File: src/rtl/dual_dac_loader.sv
module dual_dac_loader #(
  parameter int CODE_W = 12,
  parameter int BUS_W  = 8
) (
  input  logic              clk,
  input  logic              clr_n,
  input  logic              cs_n,
  input  logic              wr_n,
  input  logic              upd_n,
  input  logic [1:0]        addr,
  input  logic [BUS_W-1:0]  din,
  output logic [CODE_W-1:0] code_a,
  output logic [CODE_W-1:0] code_b
);
  localparam int HI_W = CODE_W - BUS_W;

  logic [BUS_W-1:0]  lo_q    [2];
  logic [HI_W-1:0]   hi_q    [2];
  logic [CODE_W-1:0] stage_q [2];
  logic [CODE_W-1:0] out_q   [2];

  wire load_en = !cs_n && !wr_n;
  wire upd_en  = !upd_n && !wr_n;

  for (genvar ch = 0; ch < 2; ch++) begin : g_ch
    wire sel_lo = load_en && (addr == 2'(2*ch));
    wire sel_hi = load_en && (addr == 2'(2*ch+1));

    always_ff @(posedge clk or negedge clr_n)
      if (!clr_n)      lo_q[ch] <= '0;
      else if (sel_lo) lo_q[ch] <= din;

    always_ff @(posedge clk or negedge clr_n)
      if (!clr_n)      hi_q[ch] <= '0;
      else if (sel_hi) hi_q[ch] <= din[HI_W-1:0];

    assign stage_q[ch] = {hi_q[ch], lo_q[ch]};

    always_ff @(posedge clk or negedge clr_n)
      if (!clr_n)      out_q[ch] <= '0;
      else if (upd_en) out_q[ch] <= stage_q[ch];
  end

  assign code_a = out_q[0];
  assign code_b = out_q[1];
endmodule


File: config.mk
export PLATFORM = sky130hd
export DESIGN_NAME = dual_dac_loader
export DESIGN_NICKNAME = d
export VERILOG_FILES = /design/src/rtl/dual_dac_loader.sv
export SDC_FILE = /design/constraint.sdc
export NUM_CORES = 1
export LEC_CHECK = 0
export ABC_AREA = 0
export BUFFER_PORTS_ARGS = -buffer_cell sky130_fd_sc_hd__buf_4
export CORE_MARGIN = 2
export CORE_UTILIZATION = 40
export DETAILED_ROUTE_END_ITERATION = 10
export GPL_ROUTABILITY_DRIVEN = 0
export GPL_TIMING_DRIVEN = 0
export PLACE_DENSITY = 0.58
export SKIP_CTS_REPAIR_TIMING = 1
export SLEW_MARGIN = 0
export SYNTH_ARGS = -nofsm -noshare
export SYNTH_HDL_FRONTEND = slang
export SYNTH_SLANG_ARGS = --single-unit
File: constraint.sdc
create_clock -name clk -period 0.85 [get_ports clk]
set_input_delay 0.085 -clock clk [delete_from_list [all_inputs] [get_ports clk]]
set_output_delay 0.085 -clock clk [all_outputs]
set_load 0.02 [all_outputs]
Word level (Yosys, flattened, before mapping)
Cells that the tools add are included.
{"block": "word_totals", "wordCells": 19, "input_bits": 15, "output_inout_bits": 24, "ff_bits": 48}
{"block": "classes", "n_reduce_logical": 10, "eq_ne": 3}
{"cell": "$logic_and A1 B1 Y1", "count": 6}
{"cell": "$eq A2 B2 Y1 const B", "count": 2}
{"cell": "$logic_not A1 Y1", "count": 3}
{"cell": "$eq A2 B1 Y1 const B", "count": 1}
{"cell": "$logic_not A2 Y1", "count": 1}

Logic depth before layout (Yosys ltp)
Gate-level depths: netlist of the first run.
{"block": "depth", "ltp_word": 3, "depth_mapped": 4}

Worst setup path before layout of the first run
OpenSTA, ideal clock, no wires.
{"block": "synth_path", "path_type": "input-to-reg", "start": "input wr_n", "end": "register lo_q[0] in the netlist's numbering", "path_buffers": 1, "setup_slack_ps": -318, "required_time_ps": 725, "stages": 3, "arrival_time_ps": 1043, "path_cell_list": "buf_6 nor4b_4 mux2_2"}
{"block": "synth_via", "elab_chain_cells": 3}
{"element": "start, declared", "line_no": "8", "source": "input logic wr_n,"}
{"element": "$logic_not A1 Y1", "line_no": "22", "source": "wire load_en = !cs_n && !wr_n;"}
{"element": "$logic_and A1 B1 Y1", "line_no": "22"}
{"element": "$logic_and A1 B1 Y1", "line_no": "26", "source": "wire sel_lo = load_en && (addr == 2'(2*ch));"}
{"element": "end signal, assigned by index", "line_no": "31", "source": "else if (sel_lo) lo_q[ch] <= din;"}
{"element": "end, declared", "line_no": "17", "source": "logic [BUS_W-1:0] lo_q [2];"}
Every way passes these cells.
A chain may end at the register's enable or synchronous reset.

Worst setup path after layout of the first run
{"block": "layout_path", "start": "register out_q, in the netlist code_a[4]", "end": "output code_a[4]"}
{"element": "start, declared", "line_no": "20", "source": "logic [CODE_W-1:0] out_q [2];"}
{"element": "start signal, assigned by index", "line_no": "41", "source": "else if (upd_en) out_q[ch] <= stage_q[ch];"}
{"element": "end, declared", "line_no": "12", "source": "output logic [CODE_W-1:0] code_a,"}
No word-level cell between the ends.

==> summary.md, run 1 <==
| Metric | Value |
|---|---|
| Status | `complete, but fails checks` |
| Violated checks | `hold timing, setup timing` |
| Final ANT Viol Nets | `0` |
| Initial Util | `0.419` |
| Number of fill cells | `349` |
| Pleak | `1.30 nW` |
| Simple-gate share of the synthesized area | `0.0473` |
| Cells on worst reg2reg path | `2` |
| Crit path kind | `flop to primary output` |
| Largest net degree at the start of global routing | `49` |
| Hold WS | `-0.206 ns` |
| Worst hold path type | `input port to async pin` |
| Detailed-route wire length | `3890 um` |
| Vias in the first global route | `1156` |
| XOR/XNOR share of the synthesized area | `0` |
| Combinational family with the most area after synthesis | `multiplexers` |
| Post-Syn Instances | `104` |
| Final setup fails | `39` |
| RR Endpoint | `code_b[6]` |
| Drt drc | `0` |
| Die width | `72.0 um` |
| Most frequent cells in the layout | `48 x dfrtp_1, 44 x mux2_4, 27 x buf_4` |
| Clock Pin Slew Worst Setup and Hold Paths | `0.08 ns` |
| Most common cell after layout, fill and taps aside | `dfrtp_1` |
| CTS tree | `done` |
| WL/cell | `17.9 um` |
| Top cell type's share of synthesized area | `0.649` |
| Overall power | `7.25 mW` |
| Slowest cell on the critical path | `dfrtp_1` |
| Total CTS buffers | `5` |
| Unrepaired setup endpoints after global routing | `yes` |
| Synthesized Nets | `119` |
| Clk buf depth | `2` |
| Critical path data required time | `0.76 ns` |
| Post-DP HPWL | `2420 um` |
| Final min period | `0.925 ns` |
| Post-synthesis adder-cell area fraction | `0` |
| Number of synthesized register bits | `48` |
| P&R area growth vs syn | `46.3%` |
| Max Cap Violations | `0` |
| Post-synth design cell area | `0.00185 mm2` |
| Gr ovfl total | `0` |
| All-Layer GR Usage | `0.156` |
| R2r setup slk | `-0.06 ns` |
| CP peak stage delay | `0.41 ns` |
| Final Hold Viols | `48` |
| Seq/Total Area, Yosys | `0.649` |
| Initial antenna violation count | `0` |
| Crit. End Element | `primary output` |
| Post-synthesis mux area share | `0.292` |
| Die area | `0.00519 mm2` |
| Synth Warn # | `0` |
| Detailed Routing Iterations Pass 1 | `3` |
| CP top delay family | `flip-flops` |
| Buf/Inv on CP | `1` |
| Routed vias/inst | `5.01` |
| Number of cell rows | `24` |
| Post-route setup TNS | `-2.01 ns` |
| Worst Max-Slew Pin Slew | `0.607 ns` |
| Fin worst setup slack | `-0.0753 ns` |
| RR Startpoint | `code_b[6]` |
| Root Driver | `clkbuf_8` |
| Die height | `72.0 um` |
| WP data arrival | `0.84 ns` |
| Total area of sequential cells | `0.00120 mm2` |
| Setup Skew | `0.00298 ns` |
| Crit-path max FO | `2` |
| P per Cell Area | `2680 mW/mm2` |
| Area of the multi-input gates | `798 um2` |
| Worst relative slew slack | `0.595` |
| Synth Area in Compound Gates | `0` |
| CP Launch Type | `flop` |
| Slew Viols, Final | `0` |
| H-tree depth | `2` |
| I/O Pins | `39` |
| Yosys top cell by area | `dfrtp_1` |
| Inserted Diodes | `0` |
| Fmax | `1.08 GHz` |
| Ranking of synthesized cells by area | `dfrtp_1 65%, mux2_2 29%, nor4b_4 2.6%, nor4_4 1.1%, and4bb_2 0.68%` |
| CTS sink count | `48` |
| Clock Latency Late Sink | `0.29 ns` |
| I/O Buffers | `37` |
| Mean Syn Cell Area | `17.8 um2` |
| Netlist cell types | `8` |
| CP cell instances | `buf_6` |
| Peak supply drop | `1140 uV` |
| Layout cell share with drive strength beyond 1 | `0.703` |
| Initial DRC count | `30` |
| Final net count | `180` |
| Core Region | `0.00441 mm2` |
| Period utilisation layout | `1.09` |
| Vias | `1088` |
| First-pass GRT wire length | `6070 um` |
==> how the worst max path moves through the flow <==
stage               depth (start not counted)        end  startpoint
finish                                      1  code_a[4]   code_a[4]
detailed placement                          3   lo_q[13]     addr[1]
CTS                                         3   lo_q[15]     addr[1]
global route                                1  code_a[4]   code_a[4]
floorplan                                   3    lo_q[0]        wr_n
global placement                            3   lo_q[15]     addr[1]
==> report_power, final <==
part	switching, mW	total [mW]	internal, mW	leakage, nW
registers	0.412	3.30	2.89	0.578
clock network	0.687	1.25	0.560	0.0410
logic	0.963	2.69	1.73	0.677
==> per-layer routing <==
layer  GRT usage  vias to the layer above  share of wire
met5           0                        -              0
li1            -                      487              -
met4      0.0440                        0         0.0080
met2       0.247                       26           0.50
met1       0.207                      571           0.45
met3      0.0500                        4          0.048
==> layout make-up <==
| cell class | instances | area share |
|---|---|---|
| plain buffers | 3 | 0.0185 |
| clock buffers | 6 | 0.0268 |
| clock inverters | 1 | 0.00185 |
| multi-input cells | 53 | 0.295 |
| flip-flops and latches | 48 | 0.444 |
| well taps | 52 | 0.0240 |
| repair buffers | 54 | 0.190 |
==> through the flow <==
| step | cell area (um2) | utilization | std cells | setup WS [ns] | hold WS (ns) |
|---|---|---|---|---|---|
| after floorplan | 2000 | - | 104 | -0.259 | -0.211 |
| after global placement | 2340 | 0.531 | 193 | -0.645 | 0.126 |
| after detailed placement | 2340 | 0.531 | 193 | -0.650 | 0.135 |
| after CTS | 2420 | 0.548 | 200 | -0.335 | -0.183 |
| after global routing | 2710 | 0.613 | 217 | -0.103 | -0.153 |
| final | 2710 | 0.613 | 217 | -0.0753 | -0.206 |
==> kinds of logic (layout without fill, tap and decap cells) <==
kind of cell	after synthesis	in the layout
multiplexers	48	48
flip-flops	48	48
AND/OR/NAND/NOR	5	5
buffers and inverters	3	64
==> cell usage after synthesis (all sizes together) <==
library cell / instances
and4bb: 1
buf: 3
dfrtp: 48
mux2: 48
nor2: 1
nor4: 1
nor4b: 2
==> flip-flops by register name, summed over array words and instances (netlist names) <==
signal and cells:
code_b 12, hi_q 8, code_a 12, lo_q 16
(Power assumes the default switching activity.)
==> inputs of run 2 (changes only) <==
==> constraint.sdc (replaced) <==
create_clock -name clk -period 0.9 [get_ports clk]
set_input_delay 0.09 -clock clk [delete_from_list [all_inputs] [get_ports clk]]
set_output_delay 0.09 -clock clk [all_outputs]
set_load 0.02 [all_outputs]
==> run 2 against run 1 <==
Against the previous run:
- largest cell class unchanged
- flip-flop and latch count is the same
- the flow finishes with violations (setup timing)
- non-clock buffer count rose by 2
- die area stayed put
- wire length down 4.4%
==> summary.md, run 2 (synthesis results as in run 1) <==
| Metric | Value |
|---|---|
| Total CTS buffers | `5` |
| WL/cell | `17.0 um` |
| Slowest cell on the critical path | `dfrtp_1` |
| WP data arrival | `0.83 ns` |
| Die area | `0.00519 mm2` |
| Unrepaired setup endpoints after global routing | `yes` |
| Layout cell share with drive strength beyond 1 | `0.701` |
| P per Cell Area | `2530 mW/mm2` |
| First-pass GRT wire length | `6070 um` |
| Worst hold path type | `input port to flop` |
| Final net count | `182` |
| RR Endpoint | `code_b[6]` |
| Cells on worst reg2reg path | `2` |
| H-tree depth | `2` |
| Die height | `72.0 um` |
| Power Internal | `4.84 mW` |
| Buf/Inv on CP | `1` |
| Inserted Diodes | `0` |
| Die width | `72.0 um` |
| Post-route cell area | `0.00267 mm2` |
| Critical path data required time | `0.81 ns` |
| Sw Ratio | `0.284` |
| Hold WS | `0.0420 ns` |
| Most common cell after layout, fill and taps aside | `dfrtp_1` |
| Setup Skew | `0.00312 ns` |
| R2r setup slk | `-0.01 ns` |
| CP top delay family | `flip-flops` |
| Peak supply drop | `1050 uV` |
| All-Layer GR Usage | `0.156` |
| Max Cap Violations | `0` |
| Crit path kind | `flop to primary output` |
| Final setup fails | `27` |
| I/O Pins | `39` |
| Initial Util | `0.419` |
| Max FFs per register | `16` |
| Number of cell rows | `24` |
| Detailed Routing Iterations Pass 1 | `2` |
| Net switching power | `1.92 mW` |
| Clk buf depth | `2` |
| CP Launch Type | `flop` |
| Placed Instance Area | `0.00234 mm2` |
| Largest net degree at the start of global routing | `49` |
| CP cell instances | `buf_6` |
| Worst Max-Slew Pin Slew | `0.609 ns` |
| Fmax | `1.09 GHz` |
| Pleak | `1.26 nW` |
| Violated checks | `setup timing` |
| Root Driver | `clkbuf_8` |
| Slew Viols, Final | `0` |
| Drt drc | `0` |
| Clock Latency Late Sink | `0.29 ns` |
| I/O Buffers | `37` |
| Status | `complete, but fails checks` |
| Crit-path max FO | `2` |
| Post-DP HPWL | `2420 um` |
| CTS tree | `done` |
| Final Hold Viols | `0` |
| Dpl ws | `-0.605 ns` |
| Clock share of power | `0.173` |
| Detailed-route wire length | `3710 um` |
| Core Region | `0.00441 mm2` |
| Most frequent cells in the layout | `48 x dfrtp_1, 31 x mux2_4, 30 x buf_4` |
| CTS sink count | `48` |
| Gr ovfl total | `0` |
| Hold depth | `2` |
| Crit. End Element | `primary output` |
| Period utilisation layout | `1.02` |
| Clock Pin Slew Worst Setup and Hold Paths | `0.08 ns` |
| Vias in the first global route | `1156` |
| Initial DRC count | `37` |
| Routed vias/inst | `4.99` |
| Worst relative slew slack | `0.594` |
| Vias | `1093` |
| Post-route setup TNS | `-0.252 ns` |
| Largest Register | `lo_q` |
| Final min period | `0.921 ns` |
| Final ANT Viol Nets | `0` |
| Part of the power in registers | `0.460` |
| Hold Path Sink | `lo_q[14]` |
| Initial antenna violation count | `0` |
| Fin worst setup slack | `-0.0211 ns` |
| P&R area growth vs syn | `44.2%` |
| RR Startpoint | `code_b[6]` |
| Combinational Power Share | `0.367` |
| CP peak stage delay | `0.41 ns` |
| Hold wc startpoint | `din[6]` |
-- run 2: cell count changes in the layout (fill, tap and decap cells not counted), sizes merged --
cell         change
buf              +1
dlygate4sd3      +1
-- run 2: area by class of cell --
cell class	count	area, um2
Fill cell	348	1750
Clock buffer	6	72.6
Buffer	3	50.0
Sequential cell	48	1200
Timing Repair Buffer	56	526
Clock inverter	1	5.00
Tap cell	52	65.1
Multi-Input combinational cell	53	749
-- run 2: worst max-delay path by stage --
stage | from | endpoint | slack, ns | depth (start not counted)
detailed placement | addr[1] | lo_q[13] | -0.60 | 3
CTS | addr[1] | lo_q[15] | -0.29 | 3
finish | code_a[4] | code_a[4] | -0.02 | 1
floorplan | wr_n | lo_q[0] | -0.21 | 3
global placement | addr[1] | lo_q[15] | -0.60 | 3
global route | code_a[4] | code_a[4] | -0.06 | 1
-- run 2: through the flow --
stage | total power [mW] | instances | util
floorplan | 4.27 | 104 | -
global placement | 5.03 | 193 | 0.531
detailed placement | 5.08 | 193 | 0.531
CTS | 6.29 | 200 | 0.548
global route | 7.12 | 219 | 0.605
finish | 6.76 | 219 | 0.605
-- run 2: per-layer routing --
layer  track usage  vias to the layer above  share of wire
met1         0.207                      569           0.45
met2         0.247                       26           0.49
met5             0                        -              0
met4        0.0440                        0         0.0075
li1              -                      494              -
met3        0.0500                        4          0.052
-- run 2: power by group through the flow --
stage                     clock network, mW  registers [mW]  logic [mW]
after floorplan                           0            3.45       0.816
after global placement                    0            3.07        1.96
after detailed placement                  0            3.09        1.99
after CTS                              1.23            3.06        2.00
after global routing                   1.30            3.19        2.63
final                                  1.17            3.11        2.48
==> inputs of run 3 (changes only) <==
--- a/config.mk
+++ b/config.mk
@@ -10,8 +10,8 @@
 export CORE_MARGIN = 2
 export CORE_UTILIZATION = 40
 export DETAILED_ROUTE_END_ITERATION = 10
-export GPL_ROUTABILITY_DRIVEN = 0
 export GPL_TIMING_DRIVEN = 0
+export HOLD_SLACK_MARGIN = 0.15
 export PLACE_DENSITY = 0.58
 export SKIP_CTS_REPAIR_TIMING = 1
 export SLEW_MARGIN = 0
==> run 3 against run 2 <==
Against the previous run:
- the run still ends with setup timing left
- clock skew about the same
- critical path type unchanged
- critical endpoint unchanged
- clock power about the same
- non-clock buffer count increased by 8
- hold slack improved by 0.16 ns
- die area unchanged
- fmax decreased by 0.56%
- clock-buffer cell count unchanged
- wire length increased by 1.7%
- worst setup slack got worse by 0.0051 ns
==> summary.md, run 3 (synthesis results as in run 1) <==
| Metric | Value |
|---|---|
| Gr ovfl total | `0` |
| Most frequent cells in the layout | `48 x dfrtp_1, 31 x mux2_4, 30 x buf_4` |
| Max Cap Violations | `0` |
| Number of fill cells | `341` |
| P&R area growth vs syn | `48.5%` |
| Status | `complete, but fails checks` |
| I/O Pins | `39` |
| Hold wc startpoint | `upd_n` |
| Total CTS buffers | `5` |
| Vias in the first global route | `1156` |
| WP data arrival | `0.84 ns` |
| Clock Pin Slew Worst Setup and Hold Paths | `0.08 ns` |
| Die area | `0.00519 mm2` |
| CTS tree | `done` |
| Buf/Inv on CP | `1` |
| Period utilisation layout | `1.03` |
| Violated checks | `setup timing` |
| Setup Skew | `0.00281 ns` |
| Final min period | `0.926 ns` |
| Final net count | `190` |
| Inserted Diodes | `0` |
| CP Launch Type | `flop` |
| Slew Viols, Final | `0` |
| Final ANT Viol Nets | `0` |
| Number of cell rows | `24` |
| WL/cell | `16.6 um` |
| Drt drc | `0` |
| Initial antenna violation count | `0` |
| Core Region | `0.00441 mm2` |
| Cells on worst reg2reg path | `2` |
| CP cell instances | `buf_6` |
| First-pass GRT wire length | `6070 um` |
| CTS sink count | `48` |
| Clock Latency Late Sink | `0.29 ns` |
| Layout cell share with drive strength beyond 1 | `0.669` |
| Largest Register | `lo_q` |
| Pleak | `1.30 nW` |
| Worst Max-Slew Pin Slew | `0.609 ns` |
| RR Endpoint | `code_b[6]` |
| Dpl ws | `-0.605 ns` |
| Die height | `72.0 um` |
| Fmax | `1.08 GHz` |
| Worst hold path type | `input port to flop` |
| Die width | `72.0 um` |
| Initial DRC count | `40` |
| Post-DP HPWL | `2420 um` |
| P per Cell Area | `2470 mW/mm2` |
| Hold depth | `3` |
| Vias | `1126` |
| Final Hold Viols | `0` |
| Critical path data required time | `0.81 ns` |
| Clk buf depth | `2` |
| Largest net degree at the start of global routing | `49` |
| R2r setup slk | `-0.01 ns` |
| Initial Util | `0.419` |
| RR Startpoint | `code_b[6]` |
| Slowest cell on the critical path | `dfrtp_1` |
| Routed vias/inst | `4.96` |
| Root Driver | `clkbuf_8` |
| Placer congestion estimate | `0.690` |
| Max FFs per register | `16` |
| Detailed-route wire length | `3780 um` |
| CP peak stage delay | `0.41 ns` |
| Most common cell after layout, fill and taps aside | `dfrtp_1` |
| Hold WS | `0.203 ns` |
| Unrepaired setup endpoints after global routing | `yes` |
| Crit path kind | `flop to primary output` |
| Final setup fails | `26` |
| I/O Buffers | `37` |
| Worst relative slew slack | `0.594` |
| Fin worst setup slack | `-0.0262 ns` |
| Peak supply drop | `1060 uV` |
| Hold Path Sink | `code_b[5]` |
| All-Layer GR Usage | `0.156` |
| Crit. End Element | `primary output` |
| Detailed Routing Iterations Pass 1 | `2` |
| Crit-path max FO | `2` |
| CP top delay family | `flip-flops` |
| H-tree depth | `2` |
==> run 3: changes by cell type in the layout (fill, tap and decap cells not counted) <==
| cell | previous run | this run |
|---|---|---|
| dlygate4sd3_1 | 1 | 9 |
==> run 3: stage by stage <==
step	instance area, um2	utilization	total power [mW]	TNS [ns]	std cells
final	2750	0.623	6.79	-0.257	227
after global routing	2750	0.623	7.16	-1.37	227
after CTS	2420	0.548	6.29	-5.37	200
after detailed placement	2340	0.531	5.08	-15.80	193
after global placement	2340	0.531	5.03	-15.61	193
after floorplan	2000	-	4.27	-5.55	104
==> run 3: cell type report <==
cell class / instances / area [um2] / area share
buffer: 3 / 50.0 / 0.0182
clock buffer: 6 / 72.6 / 0.0264
clock inverter: 1 / 5.00 / 0.00182
multi-input combinational: 53 / 749 / 0.273
sequential: 48 / 1200 / 0.437
tap: 52 / 65.1 / 0.0237
timing repair buffer: 64 / 606 / 0.220
==> run 3: power breakdown <==
part           switching [mW]  total (mW)  internal (mW)
combinational           0.906        2.51           1.60
sequential              0.377        3.11           2.73
clock                   0.641        1.17          0.529
==> run 3: how the worst max path moves through the flow <==
| stage | startpoint | end | slack (ns) | depth (start not counted) |
|---|---|---|---|---|
| finish | code_a[4] | code_a[4] | -0.03 | 1 |
| detailed placement | addr[1] | lo_q[13] | -0.60 | 3 |
| floorplan | wr_n | lo_q[0] | -0.21 | 3 |
| global placement | addr[1] | lo_q[15] | -0.60 | 3 |
| global route | code_a[4] | code_a[4] | -0.07 | 1 |
| CTS | addr[1] | lo_q[15] | -0.29 | 3 |
==> run 3: metal layers <==
metal | GRT usage | vias to the layer above | part of all wire
met4 | 0.0440 | 0 | 0.0074
li1 | - | 510 | -
met3 | 0.0500 | 4 | 0.046
met5 | 0 | - | 0
met1 | 0.207 | 586 | 0.45
met2 | 0.247 | 26 | 0.50
==> run 3: tightest hold or removal path: stages <==
cell    delay, ns
buf_4        0.09
nor2_4       0.06
mux2_2       0.21
